===== src/rtl/wp_guard_pkg.sv =====
package wp_guard_pkg;

  typedef enum logic [2:0] {
    M_IDLE,
    M_AA,
    M_AA55,
    M_DIS_80,
    M_DIS_AA,
    M_DIS_55
  } matchState_t;

  // strobes from the sequence control to the state datapath
  typedef struct packed {
    logic takeWrite;
    logic armEnable;
    logic armDisable;
  } wpStrobe_t;

  localparam logic [14:0] CMD_ADDR_A = 15'h5555;
  localparam logic [14:0] CMD_ADDR_B = 15'h2AAA;
  localparam logic [7:0]  CODE_LEAD  = 8'hAA;
  localparam logic [7:0]  CODE_SECOND = 8'h55;
  localparam logic [7:0]  CODE_ENABLE = 8'hA0;
  localparam logic [7:0]  CODE_DIS_A  = 8'h80;
  localparam logic [7:0]  CODE_DIS_B  = 8'h20;

endpackage


===== src/rtl/wp_seq_ctrl.sv =====
module wp_seq_ctrl
  import wp_guard_pkg::*;
#(
  parameter int ADDR_W = 15,
  parameter int DATA_W = 8
) (
  input  logic              clk,
  input  logic              rstN,
  input  logic              wrValid,
  input  logic [ADDR_W-1:0] wrAddr,
  input  logic [DATA_W-1:0] wrData,
  input  logic              progBusy,
  input  logic              loadExpire,
  input  logic              protectOn,
  output wpStrobe_t         strobe,
  output logic              wrPermit,
  output logic              cmdByte
);

  matchState_t state, nextState;
  logic unlocked;
  logic accept, hitA, hitB;
  logic isLead, isSecond, isEnable, isDisA, isDisB;
  logic stepHit, seqEnable, seqDisable;

  assign accept   = wrValid && !progBusy;
  assign hitA     = (wrAddr == ADDR_W'(CMD_ADDR_A));
  assign hitB     = (wrAddr == ADDR_W'(CMD_ADDR_B));
  assign isLead   = hitA && (wrData == DATA_W'(CODE_LEAD));
  assign isSecond = hitB && (wrData == DATA_W'(CODE_SECOND));
  assign isEnable = hitA && (wrData == DATA_W'(CODE_ENABLE));
  assign isDisA   = hitA && (wrData == DATA_W'(CODE_DIS_A));
  assign isDisB   = hitA && (wrData == DATA_W'(CODE_DIS_B));

  always_comb begin
    nextState  = state;
    stepHit    = 1'b0;
    seqEnable  = 1'b0;
    seqDisable = 1'b0;
    if (!unlocked) begin
      case (state)
        M_IDLE: begin
          if (isLead) begin
            stepHit   = 1'b1;
            nextState = M_AA;
          end
        end
        M_AA: begin
          if (isSecond) begin
            stepHit   = 1'b1;
            nextState = M_AA55;
          end else begin
            nextState = M_IDLE;
          end
        end
        M_AA55: begin
          if (isEnable) begin
            stepHit   = 1'b1;
            seqEnable = 1'b1;
            nextState = M_IDLE;
          end else if (isDisA) begin
            stepHit   = 1'b1;
            nextState = M_DIS_80;
          end else begin
            nextState = M_IDLE;
          end
        end
        M_DIS_80: begin
          if (isLead) begin
            stepHit   = 1'b1;
            nextState = M_DIS_AA;
          end else begin
            nextState = M_IDLE;
          end
        end
        M_DIS_AA: begin
          if (isSecond) begin
            stepHit   = 1'b1;
            nextState = M_DIS_55;
          end else begin
            nextState = M_IDLE;
          end
        end
        M_DIS_55: begin
          if (isDisB) begin
            stepHit    = 1'b1;
            seqDisable = 1'b1;
          end
          nextState = M_IDLE;
        end
        default: nextState = M_IDLE;
      endcase
    end
  end

  assign cmdByte  = accept && stepHit;
  assign wrPermit = accept && !stepHit && (!protectOn || unlocked);

  assign strobe.takeWrite  = accept;
  assign strobe.armEnable  = accept && seqEnable;
  assign strobe.armDisable = accept && seqDisable;

  always_ff @(posedge clk or negedge rstN) begin
    if (!rstN) begin
      state    <= M_IDLE;
      unlocked <= 1'b0;
    end else if (loadExpire) begin
      state    <= M_IDLE;
      unlocked <= 1'b0;
    end else if (accept) begin
      state <= nextState;
      if (seqEnable || seqDisable) unlocked <= 1'b1;
    end
  end

endmodule


===== src/rtl/wp_state_path.sv =====
module wp_state_path
  import wp_guard_pkg::*;
#(
  parameter int LOAD_WINDOW = 16,
  parameter int PROG_CYCLES = 40
) (
  input  logic      clk,
  input  logic      rstN,
  input  logic      powerOnN,
  input  wpStrobe_t strobe,
  output logic      loadExpire,
  output logic      progBusy,
  output logic      protectOn
);

  localparam int GAP_W  = $clog2(LOAD_WINDOW + 1);
  localparam int PROG_W = $clog2(PROG_CYCLES + 1);
  localparam logic [GAP_W-1:0]  GAP_LAST = GAP_W'(LOAD_WINDOW - 1);
  localparam logic [PROG_W-1:0] PROG_ONE = PROG_W'(1);

  logic [GAP_W-1:0]  gapCnt;
  logic [PROG_W-1:0] progCnt;
  logic loadOpen, pendValid, pendOn;

  assign loadExpire = loadOpen && !strobe.takeWrite && (gapCnt == GAP_LAST);
  assign progBusy   = (progCnt != '0);

  always_ff @(posedge clk or negedge rstN) begin
    if (!rstN) begin
      gapCnt    <= '0;
      loadOpen  <= 1'b0;
      progCnt   <= '0;
      pendValid <= 1'b0;
      pendOn    <= 1'b0;
    end else begin
      if (strobe.takeWrite) begin
        gapCnt   <= '0;
        loadOpen <= 1'b1;
      end else if (loadExpire) begin
        gapCnt   <= '0;
        loadOpen <= 1'b0;
      end else if (loadOpen) begin
        gapCnt <= gapCnt + 1'b1;
      end

      if (loadExpire) begin
        progCnt <= PROG_W'(PROG_CYCLES);
      end else if (progCnt != '0) begin
        progCnt <= progCnt - 1'b1;
        if (progCnt == PROG_ONE) pendValid <= 1'b0;
      end

      if (strobe.armEnable) begin
        pendValid <= 1'b1;
        pendOn    <= 1'b1;
      end else if (strobe.armDisable) begin
        pendValid <= 1'b1;
        pendOn    <= 1'b0;
      end
    end
  end

  // held across the ordinary reset, cleared only at power-on
  always_ff @(posedge clk or negedge powerOnN) begin
    if (!powerOnN) begin
      protectOn <= 1'b0;
    end else if (progCnt == PROG_ONE && pendValid) begin
      protectOn <= pendOn;
    end
  end

endmodule


===== src/rtl/wp_guard.sv =====
module wp_guard
  import wp_guard_pkg::*;
#(
  parameter int ADDR_W      = 15,
  parameter int DATA_W      = 8,
  parameter int LOAD_WINDOW = 16,
  parameter int PROG_CYCLES = 40
) (
  input  logic              clk,
  input  logic              rstN,
  input  logic              powerOnN,
  input  logic              wrValid,
  input  logic [ADDR_W-1:0] wrAddr,
  input  logic [DATA_W-1:0] wrData,
  output logic              wrPermit,
  output logic              cmdByte,
  output logic              progBusy,
  output logic              protectOn
);

  wpStrobe_t strobe;
  logic loadExpire;

  wp_seq_ctrl #(.ADDR_W(ADDR_W), .DATA_W(DATA_W)) u_ctrl (
    .clk(clk), .rstN(rstN), .wrValid(wrValid), .wrAddr(wrAddr), .wrData(wrData),
    .progBusy(progBusy), .loadExpire(loadExpire), .protectOn(protectOn),
    .strobe(strobe), .wrPermit(wrPermit), .cmdByte(cmdByte)
  );

  wp_state_path #(.LOAD_WINDOW(LOAD_WINDOW), .PROG_CYCLES(PROG_CYCLES)) u_path (
    .clk(clk), .rstN(rstN), .powerOnN(powerOnN), .strobe(strobe),
    .loadExpire(loadExpire), .progBusy(progBusy), .protectOn(protectOn)
  );

endmodule


===== config.mk =====
export PLATFORM = sky130hd
export DESIGN_NAME = wp_guard
export DESIGN_NICKNAME = d
export VERILOG_FILES = /design/src/rtl/wp_guard_pkg.sv /design/src/rtl/wp_seq_ctrl.sv /design/src/rtl/wp_state_path.sv /design/src/rtl/wp_guard.sv
export SDC_FILE = /design/constraint.sdc
export NUM_CORES = 1
export LEC_CHECK = 0
export ABC_CLOCK_PERIOD_IN_PS = 4200
export CAP_MARGIN = 10
export CORE_MARGIN = 2
export CORE_UTILIZATION = 51
export DETAILED_ROUTE_END_ITERATION = 6
export DONT_BUFFER_PORTS = 1
export PLACE_DENSITY = 0.71
export REMOVE_ABC_BUFFERS = 1
export SLEW_MARGIN = 20
export SYNTH_ARGS = -nofsm -noshare
export SYNTH_HDL_FRONTEND = slang
export SYNTH_HIERARCHICAL = 1
export SYNTH_SLANG_ARGS = --single-unit

===== constraint.sdc =====
create_clock -name clk -period 4.2 [get_ports clk]
set_input_delay 0.21 -clock clk [delete_from_list [all_inputs] [get_ports clk]]
set_output_delay 0.21 -clock clk [all_outputs]
set_load 0.05 [all_outputs]

---- After elaboration in Yosys (flattened, before gate mapping) ----
Index checks and enable logic that the tools add are counted.
storage, ports and cells
  word-level logic and storage cells ...... 100
  flip-flop bits (word level) ............. 19
  input port bits ......................... 27
operators by class
  $add $sub $neg .......................... 2
  mux-type cells .......................... 39
  equal/unequal tests ..................... 17
  reduce and logical (&&, ||, !) cells .... 34
operator list
  kind                                                                 count
  8-bit == test (second input constant)                                3
  1-bit two-way mux                                                    23
  3-bit two-way mux                                                    7
  15-bit by 14-bit == test with 1-bit output (second input constant)   1
  15-bit == test (second input constant)                               1
  5-bit two-way mux                                                    3
  3-bit case mux with 5 select lines                                   1
  1-bit logical AND                                                    14
  6-bit two-way mux                                                    2
  3-bit nonzero test                                                   3
  8-bit by 6-bit == test with 1-bit output (second input constant)     1
  8-bit by 7-bit == test with 1-bit output (second input constant)     1
  2-bit nonzero test                                                   4
  3-bit by 2-bit == test with 1-bit output (second input constant)     2
  3-bit == test (second input constant)                                2
  6-bit by 1-bit == test with 1-bit output (second input constant)     1
  3-bit AND reduction                                                  2
  6-bit nonzero test                                                   1
  6-bit by 1-bit subtractor with 6-bit output (second input constant)  1
  5-bit by 1-bit adder with 5-bit output (second input constant)       1
  5-bit by 4-bit == test with 1-bit output (second input constant)     1
  1-bit zero test                                                      4
  2-bit two-way mux                                                    2
  1-bit case mux with 4 select lines                                   1
  8 further kinds                                                      10

---- Logic depth before layout (Yosys ltp) ----
Gate-level depths: netlist (run 1).
  word-level depth ........................ 9
  depth in mapped cells ................... 13
  depth with buffers taken out ............ 12

---- Modules after synthesis ----
Netlist (run 1), hierarchy kept.
modules (own cells, without submodules)
  module         cells an instance  instances  area an instance (um2)  seq. area each (um2)
  wp_state_path  65                 1          728.2                   375.4
  wp_seq_ctrl    73                 1          581.8                   100.1

---- Worst setup path before layout (run 1) ----
No wires, ideal clock.
  path kind ............................... reg-to-reg
  start ................................... register u_path.progCnt[0]
  end ..................................... register u_ctrl.state[0]
  setup time .............................. 0.123 ns
  cell stages (with the launch flop) ...... 13
  clock period less this slack ............ 2.536 ns
  path buffers ............................ 1
  data arrival time ....................... 2.413 ns
  path slack .............................. 1.664 ns
  path through ............................ dfrtp_1 > inv_1 > ha_1 > inv_1 > nor2_4 > inv_1 > nand2b_1 > inv_1 > buf_4 > or3_1 > inv_1 > nand4b_1 > o21ai_1
on the way
  longest elaborated chain between the ends .. 8
  elaborated cells between the ends (all ways) .. 11
RTL lines
  what                                                                                             line                 source
  from (decl)                                                                                      wp_state_path.sv:22  logic [PROG_W-1:0] progCnt;
  from (signal assigned)                                                                           wp_state_path.sv:47  progCnt <= PROG_W'(PROG_CYCLES);
  from (signal assigned)                                                                           wp_state_path.sv:49  progCnt <= progCnt - 1'b1;
  6-bit nonzero test (*)                                                                           wp_state_path.sv:26  assign progBusy = (progCnt != '0);
  via progBusy                                                                                     wp_guard.sv:17       output logic progBusy,
  1-bit zero test (*)                                                                              wp_seq_ctrl.sv:26    assign accept = wrValid && !progBusy;
  1-bit logical AND (*)                                                                            wp_seq_ctrl.sv:26
  via u_ctrl.accept                                                                                wp_seq_ctrl.sv:22    logic accept, hitA, hitB;
  1-bit zero test (*)                                                                              wp_state_path.sv:25  assign loadExpire = loadOpen && !strobe.takeWrite && (gapCnt == GAP_LAST);
  1-bit logical AND (*) (2 in a row)                                                               wp_state_path.sv:25
  via loadExpire                                                                                   wp_guard.sv:22       logic loadExpire;
  3-bit by 2-bit inequality test with 1-bit output (no source line), or another cell as far along  --
  3-bit AND reduction (no source line)                                                             --
  to (signal assigned)                                                                             wp_seq_ctrl.sv:111   state <= nextState;
  to (decl)                                                                                        wp_seq_ctrl.sv:20    matchState_t state, nextState;
Mark *: on every way through the listed nets, which the timed path passes. The rest lies on a longest branch.
A chain may end at the register's enable or synchronous reset.

==> results.toml, run 1 <==
[clock_tree]
clock_path_buffers = 2
cts_setup_buffers = 0
clkLatencyLatePin_ns = 0.28
post_cts_resized = 0
clk_transition_reported_paths_ns = 0.10
clk_root_buffer_cell = "clkbuf_4"
cts_tree = "built"
clock-sinks = 19
cts_made_buffers = 3
h-tree-depth = 1
hold_buffers = 2

[run_status]
status = "completed"

[grt]
grt_max_degree = 19
grt_pass1_wl_um = 4250
grt-ovfl-total = 0
antenna_found_initial = 0
gr-usage-all-layers_pct = 19.18
grt_pass1_vias = 1058

[route]
vias = 1047
first_pass_iters = 4
first_iter_violations = 21
via_per_inst = 6.195
route.antenna.remaining_nets = 0
finalWirelength_um = 2638
routedWlPerCell_um = 15.61
drc = 0

[final_layout]
drive_gt1_share_pct = 12.23
areaGrowthSynthToFinish_pct = 3.152
nets = 171
layout_commonest_cell = "dfrtp_1"
final_cell_mix = "dfrtp_1 (19), nor2_1 (14), inv_1 (8), nand2_1 (6), nor3_1 (6)"
antennaDiodeCount = 0

[logic_synthesis]
ys_ff_latch = 19
ys_seq_area_share_pct = 36.29
synthMuxAreaShare_pct = 1.624
syn_area_um2 = 1310
netlist_instances = 138
yosys_warnings = 6
synth_xor_xnor_area_share_pct = 4.680
ys.flop_type = "dfrtp_1"
yosys.area_share.adder_pct = 3.820
synth_area_per_cell_um2 = 9.493
ys_async_sr_fraction_pct = 100.0
yosysUniqueCellTypes = 55
synth-simple-area-share_pct = 36.77
synth_top_family_by_area = "simple AND/OR/NAND/NOR gates"
synth_compound_area_share_pct = 11.27
synth_edf_count = 0

[worst_setup_path]
worst_ep_required_time_ns = 3.99
crit_arrival_ns = 2.72
end_kind = "output port"
crit_path_start_kind = "register"
crit_path_top_delay_cell = "or4_4"
cpMostUsedCell = "inv_1"
path_max_fanout = 9
critPathKind = "reg2out"
r2r_slack_ns = 1.38
path_cells = "or4_4, nor2_4, inv_1, nand2b_1, inv_1, and3_1"
cpPeakStageDelay_ns = 0.59

[sta]
max-slew-margin-rel_pct = 38.91
fin_ws_ns = 1.270
worst_pin_slew_ns = 0.9129
period_share_pct = 69.77
rsz0062_at_grt = "no"
fin_setup_tns_ns = 0
fin_skew_ns = 0.002518
finalHoldViolations = 0
min_period_ns = 2.930
setup_viol = 0
max_freq_mhz = 341.3
slew_viol_final = 0

[floorplan]
initial_core_util_pct = 53.36
fp-row-count = 18
die-area_um2 = 2990
die-width_um = 54.68
core_um2 = 2455
pin_count = 31
die_h_um = 54.68

[flow_run]
drv_cap = 0

[place]
gp_congestion = 0.7871
place_ws_ns = 1.390
dp_hpwl_um = 2084
port_buffers = 0

[power]
powerDensity_nw_per_um2 = 446.4
power.leakage_nw = 0.5557
peakVddDrop_mv = 0.2566

[min_path]
holdCritPathClass = "in2async"
-- layout make-up --
type,instances,area (um^2)
fillers,228,1104
repair buffers,2,20.02
well taps,30,37.54
clock buffers,4,26.28
multi-input cells,106,762.0
flip-flops and latches,19,475.5
inverters,8,30.03
-- critical path, delay by kind of cell, from the launching register on --
kind	cells	cell delay, ns
AND/OR/NAND/NOR	4	1.54
flip-flops	1	0.46
buffers and inverters	2	0.45
-- flip-flops by register name (all words and copies together) (netlist names) --
register	flops
u_path/progCnt	6
u_path/gapCnt	5
u_ctrl/state	3
u_ctrl/unlocked	1
u_path/loadOpen	1
u_path/pendOn	1
u_path/pendValid	1
u_path/protectOn	1
-- cell families after synthesis --
| kind of cell | Yosys count |
|---|---|
| adder cells (fa/ha/maj) | 4 |
| multiplexers | 2 |
| flip-flops | 19 |
| XOR/XNOR | 7 |
| buffers and inverters | 13 |
| AND/OR/NAND/NOR | 69 |
| AO/OA/AOI/OAI | 24 |
-- routing by layer --
metal  GRT usage [%]  up-vias  routed length (um)
met5               0        -                   0
met4           4.583        0                  19
met3           3.279        2                 160
met2           33.53       38                1277
met1           24.28      494                1180
li1                -      513                   -
-- cell usage after synthesis, drive strengths merged (2+ instances only) --
master | n | area share, %
and4bb | 2 | 1.9
xnor2 | 5 | 3.3
ha | 4 | 3.8
o21ai | 9 | 3.4
xor2 | 2 | 1.3
a21o | 2 | 1.1
nor4b | 3 | 3.6
or4 | 3 | 2.3
nor4 | 4 | 2.4
and4b | 2 | 1.6
and4 | 2 | 1.4
a21oi | 5 | 1.9
inv | 8 | 2.3
nand3 | 4 | 1.5
nor2 | 15 | 4.9
nand2b | 4 | 1.9
buf | 5 | 3.2
nand2 | 6 | 1.7
nor3 | 7 | 3.1
or3 | 2 | 1.3
dfrtp | 19 | 36
nand4 | 6 | 3.8
-- where the power goes --
group | internal (W) | switching (W) | total, W | leakage (nW)
logic | 0.000101 | 0.000110 | 0.000211 | 0.299
clock network | 0.0000368 | 0.0000500 | 0.0000868 | 0.0150
registers | 0.000240 | 0.0000653 | 0.000306 | 0.242
total | 0.000378 | 0.000225 | 0.000603 | 0.556
-- final timing paths --
| path | startpoint | to | cells after the start |
|---|---|---|---|
| worst min register to register | u_path/pendOn | u_path/pendOn | 1 |
| worst max-delay path | u_path/progCnt[2] | wrPermit | 6 |
| worst max register to register | u_path/progCnt[0] | u_ctrl/state[1] | 11 |
| min in group clk | wrData[5] | u_ctrl/state[1] | 3 |
| max in group asynchronous | rstN | u_path/progCnt[2] | 1 |
| worst min-delay path | powerOnN | u_path/protectOn | 1 |
-- per-stage QoR --
stage | std cells | area (um^2) | utilization [%] | power, W | hold WS [ns]
after floorplan | 133 | 1267 | - | 0.0004658 | -0.08559
after global placement | 163 | 1305 | 53.16 | 0.0005104 | -0.08556
after detailed placement | 163 | 1305 | 53.16 | 0.0005160 | -0.08556
after CTS | 169 | 1351 | 55.05 | 0.0006109 | 0.1133
after global routing | 169 | 1351 | 55.05 | 0.0006525 | 0.1045
final | 169 | 1351 | 55.05 | 0.0006032 | 0.1195
No activity file was read; power rests on OpenSTA's default activity.
==> run 2, diff against run 1 <==
ABC_CLOCK_PERIOD_IN_PS = 2700   (was 4200)
clock period = 2.7 ns   (was 4.2 ns; I/O delays follow)
==> run 2 against run 1 <==
Clock power up 62%; utilization up 1.2 points; cell count up 2.4%; first-iteration DRC count up 19%; cell area up 2.2%; largest cell class unchanged; non-clock buffer count up 4; sequential power up 57%; largest power group unchanged; register-to-register slack worse by 1.0 ns; critical path depth up 2; power up 58%; worst setup slack worse by 0.99 ns.
==> results.toml, run 2 (synthesis results as in run 1) <==
[final_layout]
drive_gt1_share_pct = 14.69
largest_reg_flops = 6
largest_registers = "u_path/progCnt: 6 flops, u_path/gapCnt: 5 flops, u_ctrl/state: 3 flops"
layout_commonest_cell = "dfrtp_1"
regMostFlops = "u_path/progCnt"
multi_input_area_um2 = 762.0
areaGrowthSynthToFinish_pct = 5.444
instances_no_fill = 173
fillers = 219
nets = 175
antennaDiodeCount = 0
regArea_um2 = 475.5
final_cell_mix = "dfrtp_1 (19), nor2_1 (14), inv_1 (8), nand2_1 (6), nor3_1 (6)"

[worst_setup_path]
crit_path_top_delay_cell = "or4_4"
path_max_fanout = 8
critPathKind = "reg2out"
end_kind = "output port"
worst_ep_required_time_ns = 2.57
r2r_slack_ns = 0.38
path_cells = "or4_4, nor2_4, inv_1, nand2b_1, inv_1, buf_4, and3_1, buf_4"
cpPeakStageDelay_ns = 0.59
crit_path_start_kind = "register"
crit_arrival_ns = 2.29

[route]
finalWirelength_um = 2713
vias = 1043
first_pass_iters = 4
wl_met3_um = 166
drc = 0
routedWlPerCell_um = 15.68
wl_met1_um = 1224
routed.top_layer = "met4"
wl_met2_um = 1283
route.antenna.remaining_nets = 0
first_iter_violations = 25
via_per_inst = 6.029

[power]
power.leakage_nw = 0.5763
peakVddDrop_mv = 0.3703
powerDensity_nw_per_um2 = 691.4

[floorplan]
initial_core_util_pct = 53.36
die_h_um = 54.68
pin_count = 31
die-width_um = 54.68
fp-row-count = 18
die-area_um2 = 2990
core_um2 = 2455

[sta]
fin_skew_ns = 0.0008590
rsz0062_at_grt = "no"
max-slew-margin-rel_pct = 46.65
fin_setup_tns_ns = 0
min_period_ns = 2.422
max_freq_mhz = 412.8
finalHoldViolations = 0
setup_viol = 0
worst_pin_slew_ns = 0.7977
period_share_pct = 89.71
slew_viol_final = 0

[place]
port_buffers = 0
dp_hpwl_um = 2114
dp.cells = 167
gp_congestion = 0.7972

[grt]
grt_max_degree = 19
grt_pass1_vias = 1057
grt_pass1_wl_um = 4202
grt-ovfl-total = 0
gr-usage-all-layers_pct = 19.51
antenna_found_initial = 0

[clock_tree]
clock-sinks = 19
cts_setup_buffers = 0
clk_transition_reported_paths_ns = 0.10
cts_made_buffers = 3
clock_path_buffers = 2
clkLatencyLatePin_ns = 0.29
h-tree-depth = 1
clk_root_buffer_cell = "clkbuf_4"
cts_tree = "built"
post_cts_resized = 0

[flow_run]
drv_cap = 0

[run_status]
status = "completed"

[min_path]
holdCritPathClass = "in2async"
[run 2: metrics by stage]
stage	total power, W	worst slack [ns]	area, um^2	hold WS (ns)	utilization, %
6_report	0.0009551	0.2777	1381	0.03795	56.27
5_1_grt	0.001033	0.1356	1381	0.03022	56.27
4_1_cts	0.0009562	0.2765	1381	0.03243	56.27
3_5_place_dp	0.0008086	0.4001	1335	-0.1606	54.38
3_3_place_gp	0.0007998	0.4819	1335	-0.1606	54.38
2_1_floorplan	0.0007246	0.2384	1267	-0.1606	-
[run 2: final timing paths]
kind / start / endpoint / cells after the start
worst max-delay path: u_path/progCnt[2] / wrPermit / 8
worst min-delay path: powerOnN / u_path/protectOn / 1
worst max register to register: u_path/progCnt[2] / u_ctrl/state[0] / 9
worst min register to register: u_path/pendValid / u_path/pendValid / 1
max in group asynchronous: rstN / u_path/gapCnt[1] / 1
min in group clk: wrData[5] / u_ctrl/state[1] / 3
[run 2: repair_timing]
action / CTS / global route
hold buffers: 2 / 0
endpoints found under the setup margin: 0 / 0
endpoints found under the hold margin: 19 / 0
[run 2: power by group]
| group | internal (W) | switching (W) | leakage [nW] |
|---|---|---|---|
| sequential | 0.000374 | 0.000107 | 0.242 |
| clock | 0.0000574 | 0.0000833 | 0.0150 |
| combinational | 0.000160 | 0.000173 | 0.319 |
[run 2: layer usage]
metal,GRT usage [%],up-vias
li1,-,515
met1,25.42,475
met2,32.94,49
met3,1.913,4
met4,7.500,0
met5,0,-
[run 2: cell type report]
type	instances	area share, %
tap	30	2.717
clock buffer	4	1.902
sequential	19	34.42
multi-input combinational	106	55.16
inverter	8	2.174
timing repair buffer	6	3.623
[run 2: worst max-delay path, delay by kind of cell (launching register included)]
kind	cells	cell delay [ns]
AND/OR/NAND/NOR	4	1.05
buffers and inverters	4	0.48
flip-flops	1	0.46
==> run 3, diff against run 2 <==
CAP_MARGIN = 20   (was 10)
CORE_MARGIN = 10   (was 2)
==> run 3 against run 2 <==
Global-route usage shrank 7.5 points; register-to-register slack worse by 0.02 ns; clock skew increased by 0.0092 ns; critical endpoint unchanged.
==> results.toml, run 3 (synthesis results as in run 1) <==
[run_status]
status = "completed"

[sta]
finalHoldViolations = 0
rsz0062_at_grt = "no"
period_share_pct = 90.26
max_freq_mhz = 410.3
fin_setup_tns_ns = 0
setup_viol = 0
min_period_ns = 2.437
slew_viol_final = 0
hold_ws_ns = 0.04900
fin_skew_ns = 0.01005
max-slew-margin-rel_pct = 45.72
worst_pin_slew_ns = 0.8116

[power]
powerDensity_nw_per_um2 = 701.1
power.leakage_nw = 0.5763
power.total_w = 0.0009685
peakVddDrop_mv = 0.5141

[clock_tree]
clock_path_buffers = 2
clock-sinks = 19
clkLatencyLatePin_ns = 0.29
cts_setup_buffers = 0
h-tree-depth = 1
clk_transition_reported_paths_ns = 0.11
cts_tree = "built"
cts_made_buffers = 3
hold_buffers = 2
clk_root_buffer_cell = "clkbuf_4"
post_cts_resized = 0

[route]
routedWlPerCell_um = 16.92
vias = 1065
wl_met1_um = 1246
wl_met2_um = 1455
route.antenna.remaining_nets = 0
finalWirelength_um = 2927
routed.top_layer = "met4"
first_pass_iters = 4
drc = 0
first_iter_violations = 95
via_per_inst = 6.156
wl_met3_um = 218

[min_path]
holdCritPathClass = "in2async"

[final_layout]
nets = 175
post-route-util_pct = 56.27
regArea_um2 = 475.5
final_cell_mix = "dfrtp_1 (19), nor2_1 (14), inv_1 (8), nand2_1 (6), nor3_1 (6)"
fillers = 218
layout_commonest_cell = "dfrtp_1"
multi_input_area_um2 = 762.0
largest_reg_flops = 6
largest_registers = "u_path/progCnt: 6 flops, u_path/gapCnt: 5 flops, u_ctrl/state: 3 flops"
drive_gt1_share_pct = 14.69
design_area_um2 = 1381
regMostFlops = "u_path/progCnt"
antennaDiodeCount = 0
areaGrowthSynthToFinish_pct = 5.444

[worst_setup_path]
rr_startpoint = "u_path/progCnt[2]"
r2r_slack_ns = 0.36
worst_ep_required_time_ns = 2.57
crit_arrival_ns = 2.30
path_max_fanout = 8
rr_endpoint = "u_ctrl/state[0]"
end_kind = "output port"
crit_path_start_kind = "register"
worst_r2r_path_depth = 9
critPathKind = "reg2out"

[floorplan]
core_um2 = 2455
die-area_um2 = 4996
pin_count = 31
die-width_um = 70.68
fp-row-count = 18
initial_core_util_pct = 53.36
die_h_um = 70.68

[grt]
grt_max_degree = 19
grt_pass1_wl_um = 5209
antenna_found_initial = 0
gr-usage-all-layers_pct = 12.03
grt-ovfl-total = 0
grt_pass1_vias = 1125

[flow_run]
drv_cap = 0

[place]
dpl_cell_area_um2 = 1335
dp_hpwl_um = 2395
port_buffers = 0
gp_congestion = 0.8577
[run 3: layout make-up]
cell class,instances,area share (%)
clock buffer,4,1.902
inverter,8,2.174
multi-input combinational,106,55.16
sequential,19,34.42
tap,30,2.717
timing repair buffer,6,3.623
[run 3: worst max path at each step]
| stage | startpoint | to | slack [ns] | cells after the start |
|---|---|---|---|---|
| floorplan | u_path/progCnt[0] | u_ctrl/state[0] | 0.24 | 11 |
| global route | u_path/progCnt[2] | wrPermit | 0.12 | 8 |
| global placement | u_path/progCnt[2] | u_ctrl/state[1] | 0.50 | 9 |
| detailed placement | u_path/progCnt[2] | u_ctrl/state[0] | 0.41 | 9 |
| finish | u_path/progCnt[2] | wrPermit | 0.26 | 8 |
| CTS | u_path/progCnt[2] | wrPermit | 0.25 | 8 |
[run 3: critical path, cell delays in order (launching register included)]
cell      delay [ns]
dfrtp_1         0.46
or4_4           0.59
nor2_4          0.13
inv_1           0.06
nand2b_1        0.19
inv_1           0.09
buf_4           0.15
and3_1          0.15
buf_4           0.19
[run 3: layer usage]
metal / vias up / track usage [%]
met4: 0 / 1.935
li1: 523 / -
met3: 2 / 4.881
met2: 21 / 20.18
met1: 519 / 14.27
met5: - / 0
[run 3: per-stage QoR]
| stage | instances | setup WS (ns) |
|---|---|---|
| 2_1_floorplan | 133 | 0.2384 |
| 3_5_place_dp | 167 | 0.4121 |
| 6_report | 173 | 0.2629 |
| 5_1_grt | 173 | 0.1175 |
| 3_3_place_gp | 167 | 0.5019 |
| 4_1_cts | 173 | 0.2542 |
[run 3: power by group]
part,internal (W),switching [W],total [W]
clock,0.0000574,0.0000837,0.000141
combinational,0.000164,0.000188,0.000352
sequential,0.000374,0.000102,0.000475
total,0.000595,0.000373,0.000968
